===== src/rtl/wsg_pkg.sv =====
package wsg_pkg;

    // Controller states
    typedef enum logic [1:0] {
        ST_IDLE  = 2'd0,
        ST_STALL = 2'd1,
        ST_DONE  = 2'd2
    } wsg_state_t;

    // Class of a decoded access, only for the stall-generating direction
    typedef enum logic [1:0] {
        KIND_NONE = 2'd0,
        KIND_WDOG = 2'd1,
        KIND_RX   = 2'd2,
        KIND_ADC  = 2'd3
    } wait_kind_t;

endpackage


===== src/rtl/wsg_decode.sv =====
module wsg_decode
    import wsg_pkg::*;
#(
    parameter int                ADDR_W        = 8,
    parameter logic [ADDR_W-1:0] WDOG_ADDR     = 8'h10,
    parameter logic [ADDR_W-1:0] RXA_ADDR      = 8'h20,
    parameter logic [ADDR_W-1:0] RXB_ADDR      = 8'h28,
    parameter logic [ADDR_W-1:0] ADC_MODE_ADDR = 8'h40,
    parameter logic [ADDR_W-1:0] ADC_CHAN_ADDR = 8'h41,
    parameter logic [ADDR_W-1:0] PF_MODE_ADDR  = 8'h42,
    parameter logic [ADDR_W-1:0] PF_LEVEL_ADDR = 8'h43,
    parameter logic [ADDR_W-1:0] ADC_RES_ADDR  = 8'h44
) (
    input  logic [ADDR_W-1:0] addr,
    input  logic              rd,
    input  logic              wr,
    output wait_kind_t        kind
);

    localparam int N_CTRL = 4;
    localparam int N_RX   = 2;
    localparam logic [ADDR_W-1:0] CTRL_ADDRS [N_CTRL] =
        '{ADC_MODE_ADDR, ADC_CHAN_ADDR, PF_MODE_ADDR, PF_LEVEL_ADDR};
    localparam logic [ADDR_W-1:0] RX_ADDRS [N_RX] = '{RXA_ADDR, RXB_ADDR};

    logic [N_CTRL-1:0] ctrl_hit;
    logic [N_RX-1:0]   rx_hit;
    logic              wdog_hit;
    logic              res_hit;

    // One comparator per converter control register
    for (genvar g = 0; g < N_CTRL; g++) begin : g_ctrl
        assign ctrl_hit[g] = (addr == CTRL_ADDRS[g]);
    end

    // One comparator per receive buffer
    for (genvar g = 0; g < N_RX; g++) begin : g_rx
        assign rx_hit[g] = (addr == RX_ADDRS[g]);
    end

    assign wdog_hit = (addr == WDOG_ADDR);
    assign res_hit  = (addr == ADC_RES_ADDR);

    // Direction qualifies each class: only the stalling direction decodes
    always_comb begin
        kind = KIND_NONE;
        if (wr && wdog_hit) begin
            kind = KIND_WDOG;
        end else if (rd && (|rx_hit)) begin
            kind = KIND_RX;
        end else if ((wr && (|ctrl_hit)) || (rd && res_hit)) begin
            kind = KIND_ADC;
        end
    end

endmodule


===== src/rtl/wsg_ratio.sv =====
module wsg_ratio #(
    parameter int DIV_W   = 3,
    parameter int MAX_DIV = 4,
    parameter int WAIT_W  = 4
) (
    input  logic [DIV_W-1:0]  cpu_div,
    input  logic              adc_fast,
    output logic [WAIT_W-1:0] adc_wait
);

    // Fixed-point term: enough fraction bits that no shift loses a bit
    localparam int FRAC_W = MAX_DIV;
    localparam int INT_W  = 4;              // ratio term up to 2^3
    localparam int TERM_W = FRAC_W + INT_W;
    localparam logic [TERM_W-1:0] SCALE_FAST = TERM_W'(1) << (FRAC_W + 2);
    localparam logic [TERM_W-1:0] SCALE_SLOW = TERM_W'(1) << (FRAC_W + 3);
    localparam logic [DIV_W-1:0]  DIV_CAP    = DIV_W'(MAX_DIV);

    logic [DIV_W-1:0]  k_eff;
    logic [TERM_W-1:0] term;
    logic [INT_W-1:0]  int_part;
    logic [FRAC_W-1:0] frac_part;
    logic              round_up;
    logic [WAIT_W-1:0] n_calc;

    // Out-of-range divider codes behave as the slowest supported CPU clock
    assign k_eff = (cpu_div > DIV_CAP) ? DIV_CAP : cpu_div;

    // 2*fCPU/fADC = 2^(1+m) / 2^k, computed by shifting a scaled one
    assign term      = (adc_fast ? SCALE_FAST : SCALE_SLOW) >> k_eff;
    assign int_part  = term[TERM_W-1:FRAC_W];
    assign frac_part = term[FRAC_W-1:0];

    // Remainder of at least half a CPU period rounds up
    assign round_up  = frac_part[FRAC_W-1];

    assign n_calc = WAIT_W'(int_part) + WAIT_W'(round_up) + WAIT_W'(1);

    // A count of one inserts no stall
    assign adc_wait = (n_calc == WAIT_W'(1)) ? '0 : n_calc;

endmodule


===== src/rtl/wsg_fsm.sv =====
module wsg_fsm
    import wsg_pkg::*;
#(
    parameter int WAIT_W = 4
) (
    input  logic              clk,
    input  logic              rst_n,
    input  logic              start,
    input  logic [WAIT_W-1:0] len,
    output logic              stall,
    output wsg_state_t        state
);

    wsg_state_t        state_d;
    logic [WAIT_W-1:0] cnt_q;
    logic [WAIT_W-1:0] cnt_d;
    logic              go;

    assign go = start && (len != '0);

    // Next-state and counter
    always_comb begin
        state_d = state;
        cnt_d   = cnt_q;
        unique case (state)
            ST_IDLE: begin
                if (go) begin
                    cnt_d   = len - WAIT_W'(1);
                    state_d = (len == WAIT_W'(1)) ? ST_DONE : ST_STALL;
                end
            end
            ST_STALL: begin
                if (cnt_q == WAIT_W'(1)) begin
                    state_d = ST_DONE;
                end
                cnt_d = cnt_q - WAIT_W'(1);
            end
            ST_DONE: begin
                state_d = ST_IDLE;
            end
            default: begin
                state_d = ST_IDLE;
            end
        endcase
    end

    // State register
    always_ff @(posedge clk) begin
        if (!rst_n) begin
            state <= ST_IDLE;
            cnt_q <= '0;
        end else begin
            state <= state_d;
            cnt_q <= cnt_d;
        end
    end

    // Outputs: first wait cycle is combinational from the access
    always_comb begin
        stall = 1'b0;
        unique case (state)
            ST_IDLE:  stall = rst_n && go;
            ST_STALL: stall = rst_n;
            ST_DONE:  stall = 1'b0;
            default:  stall = 1'b0;
        endcase
    end

endmodule


===== src/rtl/periph_wait_gen.sv =====
module periph_wait_gen
    import wsg_pkg::*;
#(
    parameter int                ADDR_W        = 8,
    parameter int                DIV_W         = 3,
    parameter int                MAX_DIV       = 4,
    parameter int                WAIT_W        = 4,
    parameter int                WDOG_WAIT     = 3,
    parameter int                RX_WAIT       = 1,
    parameter logic [ADDR_W-1:0] WDOG_ADDR     = 8'h10,
    parameter logic [ADDR_W-1:0] RXA_ADDR      = 8'h20,
    parameter logic [ADDR_W-1:0] RXB_ADDR      = 8'h28,
    parameter logic [ADDR_W-1:0] ADC_MODE_ADDR = 8'h40,
    parameter logic [ADDR_W-1:0] ADC_CHAN_ADDR = 8'h41,
    parameter logic [ADDR_W-1:0] PF_MODE_ADDR  = 8'h42,
    parameter logic [ADDR_W-1:0] PF_LEVEL_ADDR = 8'h43,
    parameter logic [ADDR_W-1:0] ADC_RES_ADDR  = 8'h44
) (
    input  logic              clk,
    input  logic              rst_n,
    input  logic [ADDR_W-1:0] addr,
    input  logic              rd,
    input  logic              wr,
    input  logic [DIV_W-1:0]  cpu_div,
    input  logic              adc_fast,
    input  logic              sub_clk,
    output logic              wait_o,
    output logic              illegal_o
);

    localparam logic [WAIT_W-1:0] WDOG_LEN = WAIT_W'(WDOG_WAIT);
    localparam logic [WAIT_W-1:0] RX_LEN   = WAIT_W'(RX_WAIT);

    wait_kind_t        kind;
    logic [WAIT_W-1:0] adc_wait;
    logic [WAIT_W-1:0] len;
    logic              start;
    wsg_state_t        fsm_state;

    wsg_decode #(
        .ADDR_W       (ADDR_W),
        .WDOG_ADDR    (WDOG_ADDR),
        .RXA_ADDR     (RXA_ADDR),
        .RXB_ADDR     (RXB_ADDR),
        .ADC_MODE_ADDR(ADC_MODE_ADDR),
        .ADC_CHAN_ADDR(ADC_CHAN_ADDR),
        .PF_MODE_ADDR (PF_MODE_ADDR),
        .PF_LEVEL_ADDR(PF_LEVEL_ADDR),
        .ADC_RES_ADDR (ADC_RES_ADDR)
    ) u_decode (
        .addr(addr),
        .rd  (rd),
        .wr  (wr),
        .kind(kind)
    );

    wsg_ratio #(
        .DIV_W  (DIV_W),
        .MAX_DIV(MAX_DIV),
        .WAIT_W (WAIT_W)
    ) u_ratio (
        .cpu_div (cpu_div),
        .adc_fast(adc_fast),
        .adc_wait(adc_wait)
    );

    // Stall length per access class
    always_comb begin
        len = '0;
        unique case (kind)
            KIND_WDOG: len = WDOG_LEN;
            KIND_RX:   len = RX_LEN;
            KIND_ADC:  len = adc_wait;
            KIND_NONE: len = '0;
            default:   len = '0;
        endcase
    end

    // On the subsystem clock a slow access is flagged, never stalled
    assign start = (kind != KIND_NONE) && !sub_clk;

    wsg_fsm #(
        .WAIT_W(WAIT_W)
    ) u_fsm (
        .clk  (clk),
        .rst_n(rst_n),
        .start(start),
        .len  (len),
        .stall(wait_o),
        .state(fsm_state)
    );

    assign illegal_o = rst_n && (fsm_state == ST_IDLE)
                       && (kind != KIND_NONE) && sub_clk;

endmodule


===== config.mk =====
export PLATFORM = sky130hd
export DESIGN_NAME = periph_wait_gen
export DESIGN_NICKNAME = d
export VERILOG_FILES = /design/src/rtl/wsg_pkg.sv /design/src/rtl/wsg_decode.sv /design/src/rtl/wsg_ratio.sv /design/src/rtl/wsg_fsm.sv /design/src/rtl/periph_wait_gen.sv
export SDC_FILE = /design/constraint.sdc
export NUM_CORES = 1
export LEC_CHECK = 0
export ABC_AREA = 1
export BUFFER_PORTS_ARGS = -buffer_cell sky130_fd_sc_hd__clkbuf_2
export CORE_UTILIZATION = 48
export DETAILED_ROUTE_END_ITERATION = 12
export PLACE_DENSITY = 0.76
export SKIP_LAST_GASP = 1
export SYNTH_ARGS = -nofsm -noshare
export SYNTH_HDL_FRONTEND = slang
export SYNTH_SLANG_ARGS = --single-unit

===== constraint.sdc =====
create_clock -name clk -period 6.19 [get_ports clk]
set_input_delay 0.9285 -clock clk [delete_from_list [all_inputs] [get_ports clk]]
set_output_delay 0.9285 -clock clk [all_outputs]
set_load 0.05 [all_outputs]

==> results of run 1 <==
==> worst min-delay path, delay by kind of cell (launching register included) <==
family | cells | cell delay (ns)
flip-flops | 1 | 0.31
AND/OR/NAND/NOR | 1 | 0.07
AO/OA/AOI/OAI | 1 | 0.05
==> sequential cells by signal, indices dropped and copies added (netlist names) <==
name / flops
u_fsm.cnt_q: 4
u_fsm.state: 2
==> per-stage QoR <==
| step | total power, W | setup slack [ns] | area [sq um] |
|---|---|---|---|
| global placement | 0.0000644 | 1.73 | 915 |
| global route | 0.000111 | 1.30 | 937 |
| floorplan | 0.0000557 | 1.70 | 805 |
| detailed placement | 0.0000653 | 1.60 | 915 |
| finish | 0.000104 | 1.60 | 937 |
| CTS | 0.000104 | 1.59 | 937 |
==> power by group <==
| group | switching, W | internal (W) | total (W) |
|---|---|---|---|
| logic | 0.0000152 | 0.0000107 | 0.0000259 |
| clock network | 0.0000171 | 0.0000221 | 0.0000393 |
| registers | 0.0000000116 | 0.0000387 | 0.0000387 |
| total | 0.0000323 | 0.0000716 | 0.000104 |
==> placed cells by master (no fill, tap or decap), types with 3 or more instances in the layout <==
cell type  Yosys  routed
o21ai_0        3       3
dfxtp_1        6       6
nand3_2        3       3
nand3_1       10      10
ha_1           9       9
clkbuf_4       0       3
nand4_1        5       5
nor2_1        13      13
inv_1         24      24
clkbuf_2       0      18
nand2_1       21      21
nand2_2        5       5
a21oi_1        6       6
nand3b_1       3       3
==> layer usage <==
layer | vias up | GRT usage
li1 | 448 | -
met1 | 362 | 0.275
met2 | 15 | 0.391
met3 | 2 | 0.0298
met4 | 0 | 0.0727
met5 | - | 0
==> final cells by class <==
| cell class | instances | area, sq um | share of cell area |
|---|---|---|---|
| clock buffers | 3 | 22.5 | 0.0240 |
| well taps | 16 | 20.0 | 0.0214 |
| repair buffers | 18 | 90.1 | 0.0961 |
| flip-flops and latches | 6 | 120 | 0.128 |
| multi-input cells | 92 | 578 | 0.617 |
| inverters | 27 | 106 | 0.113 |
==> cells by family after synthesis <==
| kind of cell | Yosys count | synth area share |
|---|---|---|
| and+or+nand+nor | 67 | 0.443 |
| buffers and inverters | 27 | 0.132 |
| AOI/OAI and AO/OA | 14 | 0.114 |
| adders and majority gates | 9 | 0.140 |
| DFF | 6 | 0.149 |
| xor gates and xnor gates | 2 | 0.0218 |
==> how the worst max path moves through the flow <==
stage                        end        from  slack [ns]
after CTS                 wait_o  cpu_div[2]        1.59
after floorplan           wait_o  cpu_div[2]        1.70
after global placement    wait_o  cpu_div[2]        1.73
final                     wait_o  cpu_div[2]        1.60
after detailed placement  wait_o  cpu_div[2]        1.60
after global routing      wait_o  cpu_div[2]        1.30
==> metrics.txt, run 1 <==
outcome=completed; RR Startpoint=u_fsm.state[0]$_SDFFE_PN0P_; Final GP Congestion=0.807; met2 WL=790 microns; drt first pass iters=4; # port buffers=18; R2R depth=7; FF+latch count, synth=6; Yosys top cell by area=dfxtp_1; uppermost layer routed=met4; critical path's most frequent cell=ha_1; WP data required=5.26 ns; hold_buf cts=0; core area=1540 sq um; Synth-to-Final Area Change=16.5%; Top delay family on crit path=simple AND/OR/NAND/NOR gates; dominant cell by count in the synthesized netlist=inv_1; DRC=0; antenna violations before repair=0; Post-Synthesis Net Count=151; Hold Vio Cnt, Final=0; critical-path cell list=clkbuf_2 -> inv_2 -> nand2_1 -> ha_1 -> a22oi_1 -> ha_1 -> inv_1 -> ha_1 -> inv_1 -> nand3_1 -> nand2_2 -> nor2_1 -> nand3_1 -> nand3_2 -> nand3_2 -> inv_1 -> ha_1 -> nand2_2 -> nand3_4 -> nand2_4 -> clkinv_4 -> nor2_1 -> clkbuf_2; DRT antenna net count=0; setup repair bufs after CTS=0; Syn. warnings=0; fmax=218 MHz; RSZ-0062 raised after global routing=no; kind of critical path=in2out; Setup crit start kind=input port; initial core utilization=0.522; worst hold-check path type=reg2reg; WHS Path Cells=2; Die W=42.9 microns; Crit Path Max Fanout=5; worst-case hold slack=0.470 ns; Num CTS Buffers=3; Total GRT Usage=0.222; clock latency on the worst-skew pair=0.26 ns; H-tree level count=1; Max-Cap Viols=0; synth cell count leaders=24 x inv_1, 21 x nand2_1, 13 x nor2_1; Tcrit/Tclk final=0.742; Post-Syn Area=805 sq um; synthesized area per cell=6.44 sq um; Critical Path Stages=23; CP Capture Type=output port; Fill cells=141; Synth Instances=125; share of cells above drive strength 1=0.274; Max VDD drop=85.6 uV; min cycle time layout=4.59 ns; CTS tree=done; first-pass GRT wire length=3220 microns; Routed WL=1630 microns; full die area=1840 sq um; number of global-route vias before repair=825; DP HPWL=1360 microns; Distinct cells, synth=24; top_reg_cell synth=dfxtp_1; Final Instance Count excl. Fillers=162; ys async rst share=0; Boundary Pins=19; CP Buf/Inv Count=7; Arrival @ worst endpoint=3.66 ns; Least-Margin Pin Slew=0.368 ns; clock sinks=6; placed cell count=159; GR Overflow Total=0; Rel. slew slack=0.754; Worst-path clk slew=0.05 ns; Final Max Tran Viols=0; Nets=174; Post-CTS Resized=0; WHS Endpoint=u_fsm.cnt_q[3]$_SDFFE_PN0P_; Final Skew=0.00885 ns; Ant. Diodes=0; via/cell ratio=5.10; count of final setup violators=0; CTS Root Cell=clkbuf_4; reg-to-reg slack, setup=4.80 ns; PwrDens=111 nW/um^2; post-synth top area share=0.149; final core occ=0.608; Rows=14; EDFF count, synth=0; R2R Path End=u_fsm.cnt_q[1]$_SDFFE_PN0P_; Die H=42.9 microns; min-delay src=u_fsm.cnt_q[3]$_SDFFE_PN0P_; Slowest cell on crit path=clkbuf_2; met3 WL=40 microns; top area cells in the synthesized netlist=dfxtp_1 15%, ha_1 14%, inv_1 11%, nand2_1 9.8%, nand3_1 6.2%; sequential cell area fraction in the yosys report=0.149; Longest Clk Path Bufs=2; Vias=827; Iteration-0 DRC Markers=18; Pleak=0.500 nW; met1 wire length=785 microns; setup TNS=0 ns; largest net degree at the start of global routing=7; Worst path max stage delay=0.28 ns; wire length per cell=10.1 microns
Note: power is estimated with default switching activity, not from simulation.
==> run 2, diff against run 1 <==
clock period = 4.8 ns   (was 6.19 ns; I/O delays follow)
==> metrics.txt, run 2 (synthesis results as in run 1) <==
# port buffers=18 (unchanged); clock latency on the worst-skew pair=0.25 ns (was 0.26 ns); most frequent cells in the layout=24 x inv_1, 21 x nand2_1, 18 x clkbuf_2 (unchanged); CP Capture Type=output port (unchanged); Slowest cell on crit path=clkbuf_2 (unchanged); number of global-route vias before repair=753 (was 825); critical-path cell list=clkbuf_2 -> inv_2 -> nand2_1 -> inv_1 -> ha_1 -> a22oi_1 -> ha_1 -> inv_1 -> ha_1 -> inv_1 -> nand3_1 -> nand2_2 -> nor2_1 -> nand3_1 -> nand3_2 -> nand3_2 -> inv_1 -> ha_1 -> nand2_2 -> nand3_4 -> nand2_4 -> clkinv_4 -> nor2_1 -> clkbuf_2 (was clkbuf_2 -> inv_2 -> nand2_1 -> ha_1 -> a22oi_1 -> ha_1 -> inv_1 -> ha_1 -> inv_1 -> nand3_1 -> nand2_2 -> nor2_1 -> nand3_1 -> nand3_2 -> nand3_2 -> inv_1 -> ha_1 -> nand2_2 -> nand3_4 -> nand2_4 -> clkinv_4 -> nor2_1 -> clkbuf_2); Total GRT Usage=0.197 (was 0.222); Max VDD drop=79.6 uV (was 85.6 uV); Iteration-0 DRC Markers=17 (was 18); Least-Margin Pin Slew=0.365 ns (was 0.368 ns); DRC=0 (unchanged); fmax=240 MHz; Final Instance Count excl. Fillers=162 (unchanged); largest net degree at the start of global routing=7 (unchanged); initial core utilization=0.522 (unchanged); Most flops, register=u_fsm.cnt_q (unchanged); Die H=42.9 microns (unchanged); Final GP Congestion=0.824 (was 0.807); H-tree level count=1 (unchanged); Synth-to-Final Area Change=16.5% (unchanged); Nets=174 (unchanged); count of final setup violators=0 (unchanged); CTS Root Cell=clkbuf_4 (unchanged); CTS tree=done (unchanged); Vias=839 (was 827); DRT antenna net count=0 (unchanged); worst hold-check path type=reg2reg (unchanged); Max-Cap Viols=0 (unchanged); kind of critical path=in2out (unchanged); drt first pass iters=4 (unchanged); antenna violations before repair=0 (unchanged); Setup crit start kind=input port (unchanged); Longest Clk Path Bufs=2 (unchanged); Boundary Pins=19 (unchanged); Tcrit/Tclk final=0.867; Worst path max stage delay=0.28 ns (about the same); Arrival @ worst endpoint=3.44 ns (was 3.66 ns); Crit Path Max Fanout=5 (unchanged); Routed WL=1600 microns (was 1630 microns); placed cell count=159 (unchanged); CP Buf/Inv Count=8 (was 7); Largest regs=u_fsm.cnt_q (4), u_fsm.state (2) (unchanged); share of cells above drive strength 1=0.274 (unchanged); WP data required=4.08 ns (was 5.26 ns); setup repair bufs after CTS=0 (unchanged); Die W=42.9 microns (unchanged); Top delay family on crit path=simple AND/OR/NAND/NOR gates (unchanged); DP HPWL=1370 microns (was 1360 microns); Post-CTS Resized=0 (unchanged); clock sinks=6 (unchanged); Worst-path clk slew=0.04 ns (was 0.05 ns); setup TNS=0 ns (unchanged); Rows=14 (unchanged); Num CTS Buffers=3 (unchanged); first-pass GRT wire length=2850 microns (was 3220 microns); PwrDens=140 nW/um^2 (was 111 nW/um^2); commonest non-fill, non-tap cell in the layout=inv_1 (unchanged); GR Overflow Total=0 (unchanged); Hold Vio Cnt, Final=0 (unchanged); full die area=1840 sq um (unchanged); Ant. Diodes=0 (unchanged); wire length per cell=9.86 microns (was 10.1 microns); core area=1540 sq um (unchanged); Final Max Tran Viols=0 (unchanged); outcome=completed (unchanged); Pleak=0.500 nW (unchanged); Final Skew=0.000424 ns (was 0.00885 ns); Rel. slew slack=0.756 (was 0.754); via/cell ratio=5.18 (was 5.10); hold_buf cts=0 (unchanged); max FFs per register=4 (unchanged); min cycle time layout=4.16 ns; RSZ-0062 raised after global routing=no (unchanged)
[run 2: worst reg2reg max path, cell delays in order, from the launching register on]
cell      delay [ns]
dfxtp_1         0.33
inv_1           0.05
nor2_1          0.29
inv_1           0.21
nand2_4         0.15
clkinv_4        0.08
a21oi_1         0.12
nor2_1          0.05
[run 2: layout make-up]
cell class / count / area [sq um]
timing repair buffer: 18 / 90.1
sequential: 6 / 120
inverter: 27 / 106
tap: 16 / 20.0
clock buffer: 3 / 22.5
fill: 146 / 604
multi-input combinational: 92 / 578
[run 2: path summary, 6_finish.rpt]
check	depth (start not counted)	startpoint	slack (ns)	end
setup / recovery	24	cpu_div[2]	0.64	wait_o
hold / removal	2	u_fsm.cnt_q[3]$_SDFFE_PN0P_	0.48	u_fsm.cnt_q[3]$_SDFFE_PN0P_
setup reg to reg	7	u_fsm.state[0]$_SDFFE_PN0P_	3.42	u_fsm.cnt_q[1]$_SDFFE_PN0P_
hold reg to reg	2	u_fsm.cnt_q[3]$_SDFFE_PN0P_	0.48	u_fsm.cnt_q[3]$_SDFFE_PN0P_
[run 2: per-layer routing]
metal / vias to the layer above / GRT usage / share of wire
met5: - / 0 / 0
met2: 17 / 0.339 / 0.46
met1: 374 / 0.239 / 0.48
met3: 6 / 0.0383 / 0.036
met4: 0 / 0.0727 / 0.025
li1: 442 / - / -
[run 2: report_power, final]
group	total, W	internal (W)	switching [W]
clock network	0.0000482	0.0000284	0.0000198
registers	0.0000500	0.0000500	0.0000000144
logic	0.0000335	0.0000138	0.0000197
[run 2: per-stage QoR]
stage	worst slack (ns)	utilization	hold WS (ns)	power [W]	instance area, sq um
after global placement	0.730	0.593	0.460	0.0000828	915
after CTS	0.614	0.608	0.474	0.000134	937
after floorplan	0.732	-	0.451	0.0000719	805
after detailed placement	0.622	0.593	0.466	0.0000846	915
after global routing	0.394	0.608	0.507	0.000140	937
final	0.640	0.608	0.475	0.000132	937
